$ cat config.mk
export PLATFORM = sky130hd
export DESIGN_NAME = ext_xfer_if
export DESIGN_NICKNAME = d
export VERILOG_FILES = /design/src/rtl/xfer_pkg.sv /design/src/rtl/blk_xfer_unit.sv /design/src/rtl/hs_capture.sv /design/src/rtl/merge_capture.sv /design/src/rtl/hib_writer.sv /design/src/rtl/ext_xfer_if.sv
export SDC_FILE = /design/constraint.sdc
export NUM_CORES = 1
export LEC_CHECK = 0
export ABC_AREA = 1
export BUFFER_PORTS_ARGS = -buffer_cell sky130_fd_sc_hd__buf_2
export CORE_UTILIZATION = 30
export DETAILED_ROUTE_END_ITERATION = 10
export HOLD_SLACK_MARGIN = 0.15
export PLACE_DENSITY_LB_ADDON = 0.2
export SLEW_MARGIN = 5
export SYNTH_ARGS = -nofsm -noshare
export SYNTH_HDL_FRONTEND = slang
export SYNTH_SLANG_ARGS = --single-unit
$ cat constraint.sdc
create_clock -name clk -period 2.38 [get_ports clk]
set_clock_uncertainty 0.15 [all_clocks]
set_input_delay 0.119 -clock clk [delete_from_list [all_inputs] [get_ports clk]]
set_output_delay 0.119 -clock clk [all_outputs]
set_load 0.05 [all_outputs]
$ cat src/rtl/xfer_pkg.sv
package xfer_pkg;
  typedef enum logic [1:0] {
    MODE_BLOCK = 2'd0,
    MODE_HSHK  = 2'd1,
    MODE_MERGE = 2'd2
  } xfer_mode_e;
endpackage

$ cat src/rtl/blk_xfer_unit.sv
module blk_xfer_unit #(
  parameter int DW  = 16,
  parameter int DAW = 10,
  parameter int CW  = 8
) (
  input  logic           clk,
  input  logic           rst,
  input  logic           go,
  input  logic [DAW-1:0] start_addr,
  input  logic [CW-1:0]  count,
  input  logic [DW-1:0]  din,
  output logic           busy,
  output logic           we,
  output logic [DAW-1:0] addr,
  output logic [DW-1:0]  wdata,
  output logic           done
);
  logic [DAW-1:0] ptr;
  logic [CW-1:0]  rem;

  always_ff @(posedge clk) begin
    if (rst) begin
      busy  <= 1'b0;
      ptr   <= '0;
      rem   <= '0;
      we    <= 1'b0;
      addr  <= '0;
      wdata <= '0;
      done  <= 1'b0;
    end else begin
      we   <= 1'b0;
      done <= 1'b0;
      if (busy) begin
        we    <= 1'b1;
        addr  <= ptr;
        wdata <= din;
        ptr   <= ptr + 1'b1;
        rem   <= rem - 1'b1;
        if (rem == CW'(1)) begin
          busy <= 1'b0;
          done <= 1'b1;
        end
      end else if (go) begin
        if (count == '0) begin
          done <= 1'b1;
        end else begin
          busy <= 1'b1;
          ptr  <= start_addr;
          rem  <= count;
        end
      end
    end
  end

  assert_done_at_end_R3: assert property (@(posedge clk) disable iff (rst)
    $fell(busy) |-> done);
  assert_write_follows_busy_R1: assert property (@(posedge clk) disable iff (rst)
    we |-> $past(busy));
endmodule

$ cat src/rtl/hs_capture.sv
module hs_capture #(
  parameter int DW = 16
) (
  input  logic          clk,
  input  logic          rst,
  input  logic          en,
  input  logic          req,
  input  logic          valid,
  input  logic [DW-1:0] din,
  output logic          ack,
  output logic          cap,
  output logic [DW-1:0] cap_data
);
  assign cap      = en && !ack && req && valid;
  assign cap_data = din;

  always_ff @(posedge clk) begin
    if (rst) begin
      ack <= 1'b0;
    end else if (ack) begin
      if (!req) ack <= 1'b0;
    end else if (cap) begin
      ack <= 1'b1;
    end
  end

  assert_ack_holds_R4: assert property (@(posedge clk) disable iff (rst)
    (ack && req) |=> ack);
  assert_ack_after_valid_R4: assert property (@(posedge clk) disable iff (rst)
    $rose(ack) |-> $past(req && valid));
endmodule

$ cat src/rtl/merge_capture.sv
module merge_capture #(
  parameter int DW = 16
) (
  input  logic          clk,
  input  logic          rst,
  input  logic          en,
  input  logic          strobe,
  input  logic [DW-1:0] din,
  output logic          cap,
  output logic [DW-1:0] cap_data
);
  logic strobe_q;

  assign cap      = en && strobe && !strobe_q;
  assign cap_data = din;

  always_ff @(posedge clk) begin
    if (rst) strobe_q <= 1'b0;
    else     strobe_q <= strobe;
  end

  assert_single_capture_R5: assert property (@(posedge clk) disable iff (rst)
    cap |=> !cap);
endmodule

$ cat src/rtl/hib_writer.sv
module hib_writer #(
  parameter int DW    = 16,
  parameter int DEPTH = 8,
  parameter int AW    = 3
) (
  input  logic          clk,
  input  logic          rst,
  input  logic          cap,
  input  logic [DW-1:0] cap_data,
  input  logic          pop,
  output logic          we,
  output logic [AW-1:0] addr,
  output logic [DW-1:0] wdata,
  output logic          overflow
);
  localparam int OCW = $clog2(DEPTH + 1);
  localparam logic [OCW-1:0] FULL = OCW'(DEPTH);
  localparam logic [AW-1:0]  LAST = AW'(DEPTH - 1);

  logic [AW-1:0]  wptr;
  logic [OCW-1:0] occ;
  logic           accept;
  logic           drain;

  assign accept = cap && (occ != FULL);
  assign drain  = pop && (occ != '0);

  always_ff @(posedge clk) begin
    if (rst) begin
      wptr     <= '0;
      occ      <= '0;
      we       <= 1'b0;
      addr     <= '0;
      wdata    <= '0;
      overflow <= 1'b0;
    end else begin
      we <= accept;
      if (accept) begin
        addr  <= wptr;
        wdata <= cap_data;
        wptr  <= (wptr == LAST) ? '0 : wptr + 1'b1;
      end
      if (cap && !accept) overflow <= 1'b1;
      case ({accept, drain})
        2'b10:   occ <= occ + 1'b1;
        2'b01:   occ <= occ - 1'b1;
        default: occ <= occ;
      endcase
    end
  end

  assert_no_overflow_write_R7: assert property (@(posedge clk) disable iff (rst)
    (occ == FULL) |=> !we);
  assert_ptr_in_range_R6: assert property (@(posedge clk) disable iff (rst)
    wptr <= LAST);
  assert_flag_sticky_R7: assert property (@(posedge clk) disable iff (rst)
    overflow |=> overflow);
endmodule

$ cat src/rtl/ext_xfer_if.sv
module ext_xfer_if #(
  parameter int DW        = 16,
  parameter int DAW       = 10,
  parameter int CW        = 8,
  parameter int BUF_DEPTH = 8,
  parameter int BAW       = (BUF_DEPTH > 1) ? $clog2(BUF_DEPTH) : 1
) (
  input  logic           clk,
  input  logic           rst,
  input  logic [1:0]     mode_sel,
  input  logic           blk_start,
  input  logic [DAW-1:0] blk_addr,
  input  logic [CW-1:0]  blk_count,
  input  logic [DW-1:0]  ext_data,
  input  logic           ext_valid,
  input  logic           ext_req,
  input  logic           ext_strobe,
  input  logic           buf_pop,
  output logic           ext_ack,
  output logic           core_stall,
  output logic           blk_done,
  output logic           dmem_we,
  output logic [DAW-1:0] dmem_addr,
  output logic [DW-1:0]  dmem_wdata,
  output logic           buf_we,
  output logic [BAW-1:0] buf_addr,
  output logic [DW-1:0]  buf_wdata,
  output logic           overflow,
  output logic [1:0]     mode_now
);
  import xfer_pkg::*;

  xfer_mode_e    mode_q;
  logic          blk_go, blk_busy;
  logic          hs_en, hs_cap;
  logic          mg_en, mg_cap;
  logic [DW-1:0] hs_data, mg_data;
  logic          any_cap;
  logic [DW-1:0] any_data;
  logic          idle;

  assign blk_go = (mode_q == MODE_BLOCK) && blk_start;
  assign hs_en  = (mode_q == MODE_HSHK);
  assign mg_en  = (mode_q == MODE_MERGE);
  assign idle   = !blk_busy && !ext_ack && !blk_go && !hs_cap;

  always_ff @(posedge clk) begin
    if (rst) begin
      mode_q <= MODE_BLOCK;
    end else if (idle && (mode_sel != 2'd3)) begin
      mode_q <= xfer_mode_e'(mode_sel);
    end
  end

  assign mode_now   = mode_q;
  assign core_stall = blk_busy;

  blk_xfer_unit #(.DW(DW), .DAW(DAW), .CW(CW)) blk_u (
    .clk(clk), .rst(rst), .go(blk_go), .start_addr(blk_addr),
    .count(blk_count), .din(ext_data), .busy(blk_busy),
    .we(dmem_we), .addr(dmem_addr), .wdata(dmem_wdata), .done(blk_done)
  );

  hs_capture #(.DW(DW)) hs_u (
    .clk(clk), .rst(rst), .en(hs_en), .req(ext_req), .valid(ext_valid),
    .din(ext_data), .ack(ext_ack), .cap(hs_cap), .cap_data(hs_data)
  );

  merge_capture #(.DW(DW)) mg_u (
    .clk(clk), .rst(rst), .en(mg_en), .strobe(ext_strobe),
    .din(ext_data), .cap(mg_cap), .cap_data(mg_data)
  );

  assign any_cap  = hs_cap | mg_cap;
  assign any_data = hs_cap ? hs_data : mg_data;

  hib_writer #(.DW(DW), .DEPTH(BUF_DEPTH), .AW(BAW)) buf_u (
    .clk(clk), .rst(rst), .cap(any_cap), .cap_data(any_data),
    .pop(buf_pop), .we(buf_we), .addr(buf_addr), .wdata(buf_wdata),
    .overflow(overflow)
  );

  assert_mode_frozen_R8: assert property (@(posedge clk) disable iff (rst)
    (core_stall || ext_ack) |=> $stable(mode_now));
  assert_stall_block_only_R2: assert property (@(posedge clk) disable iff (rst)
    core_stall |-> (mode_now == 2'd0));
  assert_one_target_R6: assert property (@(posedge clk) disable iff (rst)
    !(buf_we && dmem_we));
endmodule

==> flow_metrics.tcl <==
set metrics [dict create \
    cap_violations 0 \
    diodes 0 \
    worstPathArrival_ns 2.27 \
    post-dp-hpwl_um 6452 \
    min_period_over_period_pct 92.20 \
    p_total_w 0.004374 \
    synth_nets 551 \
    r2r_start "mode_now[1]" \
    fin_crit_ns 2.194 \
    initial_utilization_pct 30.88 \
    grt_start_max_net_pins 39 \
    port_buffers 95 \
    slew_violations 0 \
    area_growth_pct 38.89 \
    crit_path_max_fanout 7 \
    combPwrFrac_pct 30.5 \
    gp_congestion 0.7697 \
    ant_nets 0 \
    synthFlopType "dfxtp_1" \
    chipHeight_um 110.4 \
    leakage_nw 2.369 \
    gr-total-overflow 0 \
    path_class "input pin to flop" \
    crit_buf_inv 4 \
    async_reset_ff_share_pct 0 \
    dieArea_um2 12190 \
    antenna_found_initial 0 \
    synthesis.instances 500 \
    finalHoldViolations 0 \
    drt_iter0_drc 158 \
    cp-start-kind "input pin" \
    ys_seq_elements 79 \
    yosysSeqAreaShare_pct 44.85 \
    crit_end "blk_u.ptr[5]" \
    htree_levels 3 \
    synth_cell_types 31 \
    status "finished, final reports clean" \
    clock_latency_ns 0.34 \
    yosys.area.top_type "dfxtp_1" \
    drive_gt1_share_pct 21.53 \
    setup_viol 0 \
    critPathSlowestCell "dlygate4sd3_1" \
    cp-startpoint "blk_count[1]" \
    routed_wl_um 9561 \
    r2r_cells 13 \
    reg2reg_slack_ns 0.23 \
    clockBufferDepth 2 \
    max_freq_mhz 455.7 \
    avgRoutedWirePerCell_um 12.20 \
    slew_headroom_pct 62.84 \
    max_stage_delay_ns 0.56 \
    grt_setup_unrepaired "no" \
    grt_pass1_wl_um 15800 \
    final.fill_count 1215 \
    clk_pin_slew_ns 0.06 \
    syn_area_um2 3526 \
    drcViolationCount 0 \
    fin_setup_tns_ns 0 \
    grt_pass1_vias 3313 \
    worstMarginPinSlew_ns 0.5568 \
    grt_use_total_pct 16.00 \
    p_seq_share_pct 37.0 \
    path_depth 11 \
    vias 3543 \
    p_per_area_nw_per_um2 893.2 \
    crit_chain "dlygate4sd3_1 > buf_2 > nor2_1 > nand2_1 > nor2_4 > nor2_8 > nand2_2 > inv_2 > nand2_1 > a21oi_1 > dlygate4sd3_1" \
    cp-end-kind "flop" \
    p_int_w 0.002774 \
    io_pins 96 \
    rows 39 \
    drt_pass1_iterations 4 \
    crit_family "buffers and inverters" \
    die_x_um 110.4 \
    hold_class "flop to flop" \
    synth_top_cell_area_share_pct 44.85 \
    yosys-top-cells-count "nor2_1 (112), nand2_1 (101), dfxtp_1 (79), o21ai_0 (35), inv_1 (34)" \
    pwr-share-clk_pct 32.6 \
    r2r-end "buf_u.occ[2]" \
    core_area_um2 11420 \
    layout.nets 687 \
    yosys_warnings 0 \
    worstHoldStart "blk_u.addr[0]" \
    cts.sinks 79 \
    critical_path_required_ns 2.45 \
    irDropWorstVdd_v 0.0004849 \
    synth_edf_count 0 \
    p_sw_share_pct 36.58 \
    viasPerCell 4.519 \
    yosysMostFrequentCell "nor2_1" \
    postCtsSetupRepairBufs 0 \
    cts_tree "yes" \
    cts_buffers 9 \
    power_switching_w 0.001600 \
    cts_root_buffer "clkbuf_16" \
    synthTopCellsByArea "dfxtp_1 (45%), nor2_1 (12%), nand2_1 (11%)" \
    avgSynthCellArea_um2 7.052 \
]
## worst min path at each step
| stage | cells past startpoint | endpoint |
|---|---|---|
| 2_1_floorplan | 2 | mg_u.strobe_q |
| 5_1_grt | 2 | blk_u.addr[0] |
| 3_5_place_dp | 3 | mg_u.strobe_q |
| 3_3_place_gp | 3 | mg_u.strobe_q |
| 4_1_cts | 6 | buf_u.occ[2] |
| 6_report | 2 | blk_u.addr[0] |
## through the flow
stage	hold slack (ns)	instances	worst slack (ns)	utilization (%)	cell area [µm²]
finish	0.3135	784	0.1856	42.89	4897
global route	0.3431	784	0.04639	42.89	4897
CTS	0.3013	784	0.1736	42.87	4895
detailed placement	0.2050	723	0.1809	36.23	4136
global placement	0.1861	723	0.3066	36.23	4136
floorplan	0.09387	500	0.004923	-	3530
## placed cells by master (no fill, tap or decap), types with 2 or more instances in the layout
cell | synthesis | layout
nor2_1 | 112 | 111
nand2_1 | 101 | 101
buf_2 | 9 | 95
dfxtp_1 | 79 | 76
dlygate4sd3_1 | 0 | 45
o21ai_0 | 35 | 35
inv_1 | 34 | 34
nand3_1 | 31 | 31
a21oi_1 | 29 | 29
o21ai_1 | 20 | 20
clkbuf_16 | 0 | 9
ha_1 | 8 | 8
buf_4 | 3 | 6
inv_2 | 4 | 4
nor2_2 | 2 | 3
clkinv_4 | 1 | 3
nand4_1 | 3 | 3
dfxtp_2 | 0 | 3
nand3_2 | 2 | 2
nand2_4 | 2 | 2
nor2_4 | 2 | 2
xor2_1 | 2 | 2
xnor2_1 | 2 | 2
nor3_1 | 2 | 2
inv_6 | 0 | 2
## layer usage
layer,vias up,share of wire [%],global-route usage (%)
li1,1871,-,-
met1,1561,48,20.48
met5,-,0,0
met3,16,4.7,3.842
met4,0,1.8,5.867
met2,95,46,26.05
## cell type report
type / count / area (µm²) / share of cell area [%]
Clock buffer: 11 / 242.7 / 4.957
Clock inverter: 5 / 65.06 / 1.329
Tap cell: 143 / 178.9 / 3.654
Sequential cell: 79 / 1585 / 32.37
Inverter: 39 / 151.4 / 3.091
Multi-Input combinational cell: 360 / 1683 / 34.36
Timing Repair Buffer: 147 / 991.0 / 20.24
## power by group through the flow
stage	sequential [W]	combinational [W]	clock [W]
floorplan	0.00194	0.000669	0
global placement	0.00164	0.00124	0
detailed placement	0.00165	0.00127	0
CTS	0.00162	0.00133	0.00146
global route	0.00164	0.00148	0.00153
finish	0.00162	0.00133	0.00142
## cells by family (layout without fill, tap and decap cells)
kind of cell               after synthesis  after routing  share of synthesized area, %
and+or+nand+nor                        261            261                         31.30
AOI/OAI and AO/OA                       87             87                         12.53
DFF                                     79             79                         44.85
buffers and inverters                   61            202                         7.487
adders and majority gates                8              8                         2.839
xor gates and xnor gates                 4              4                        0.9938
## registers in the layout, indices dropped and copies added, names as in the netlist, 2 cells and up
| signal | cells |
|---|---|
| buf_u.wptr | 3 |
| blk_u.ptr | 10 |
| blk_u.addr | 10 |
| buf_u.wdata | 16 |
| buf_u.addr | 3 |
| blk_u.rem | 8 |
| mode_now | 2 |
| blk_u.wdata | 16 |
| buf_u.occ | 4 |
## tightest hold or removal path: stages (launching register included)
cell	delay, ns
dfxtp_1	0.31
nand2_1	0.06
a21oi_1	0.05
## repair_timing
action                                 in CTS  in global routing
resized for setup                           0                  1
setup endpoints to repair                   0                  1
hold buffers                               45                  0
endpoints found under the hold margin      62                  0
No activity file was read; power rests on OpenSTA's default activity.
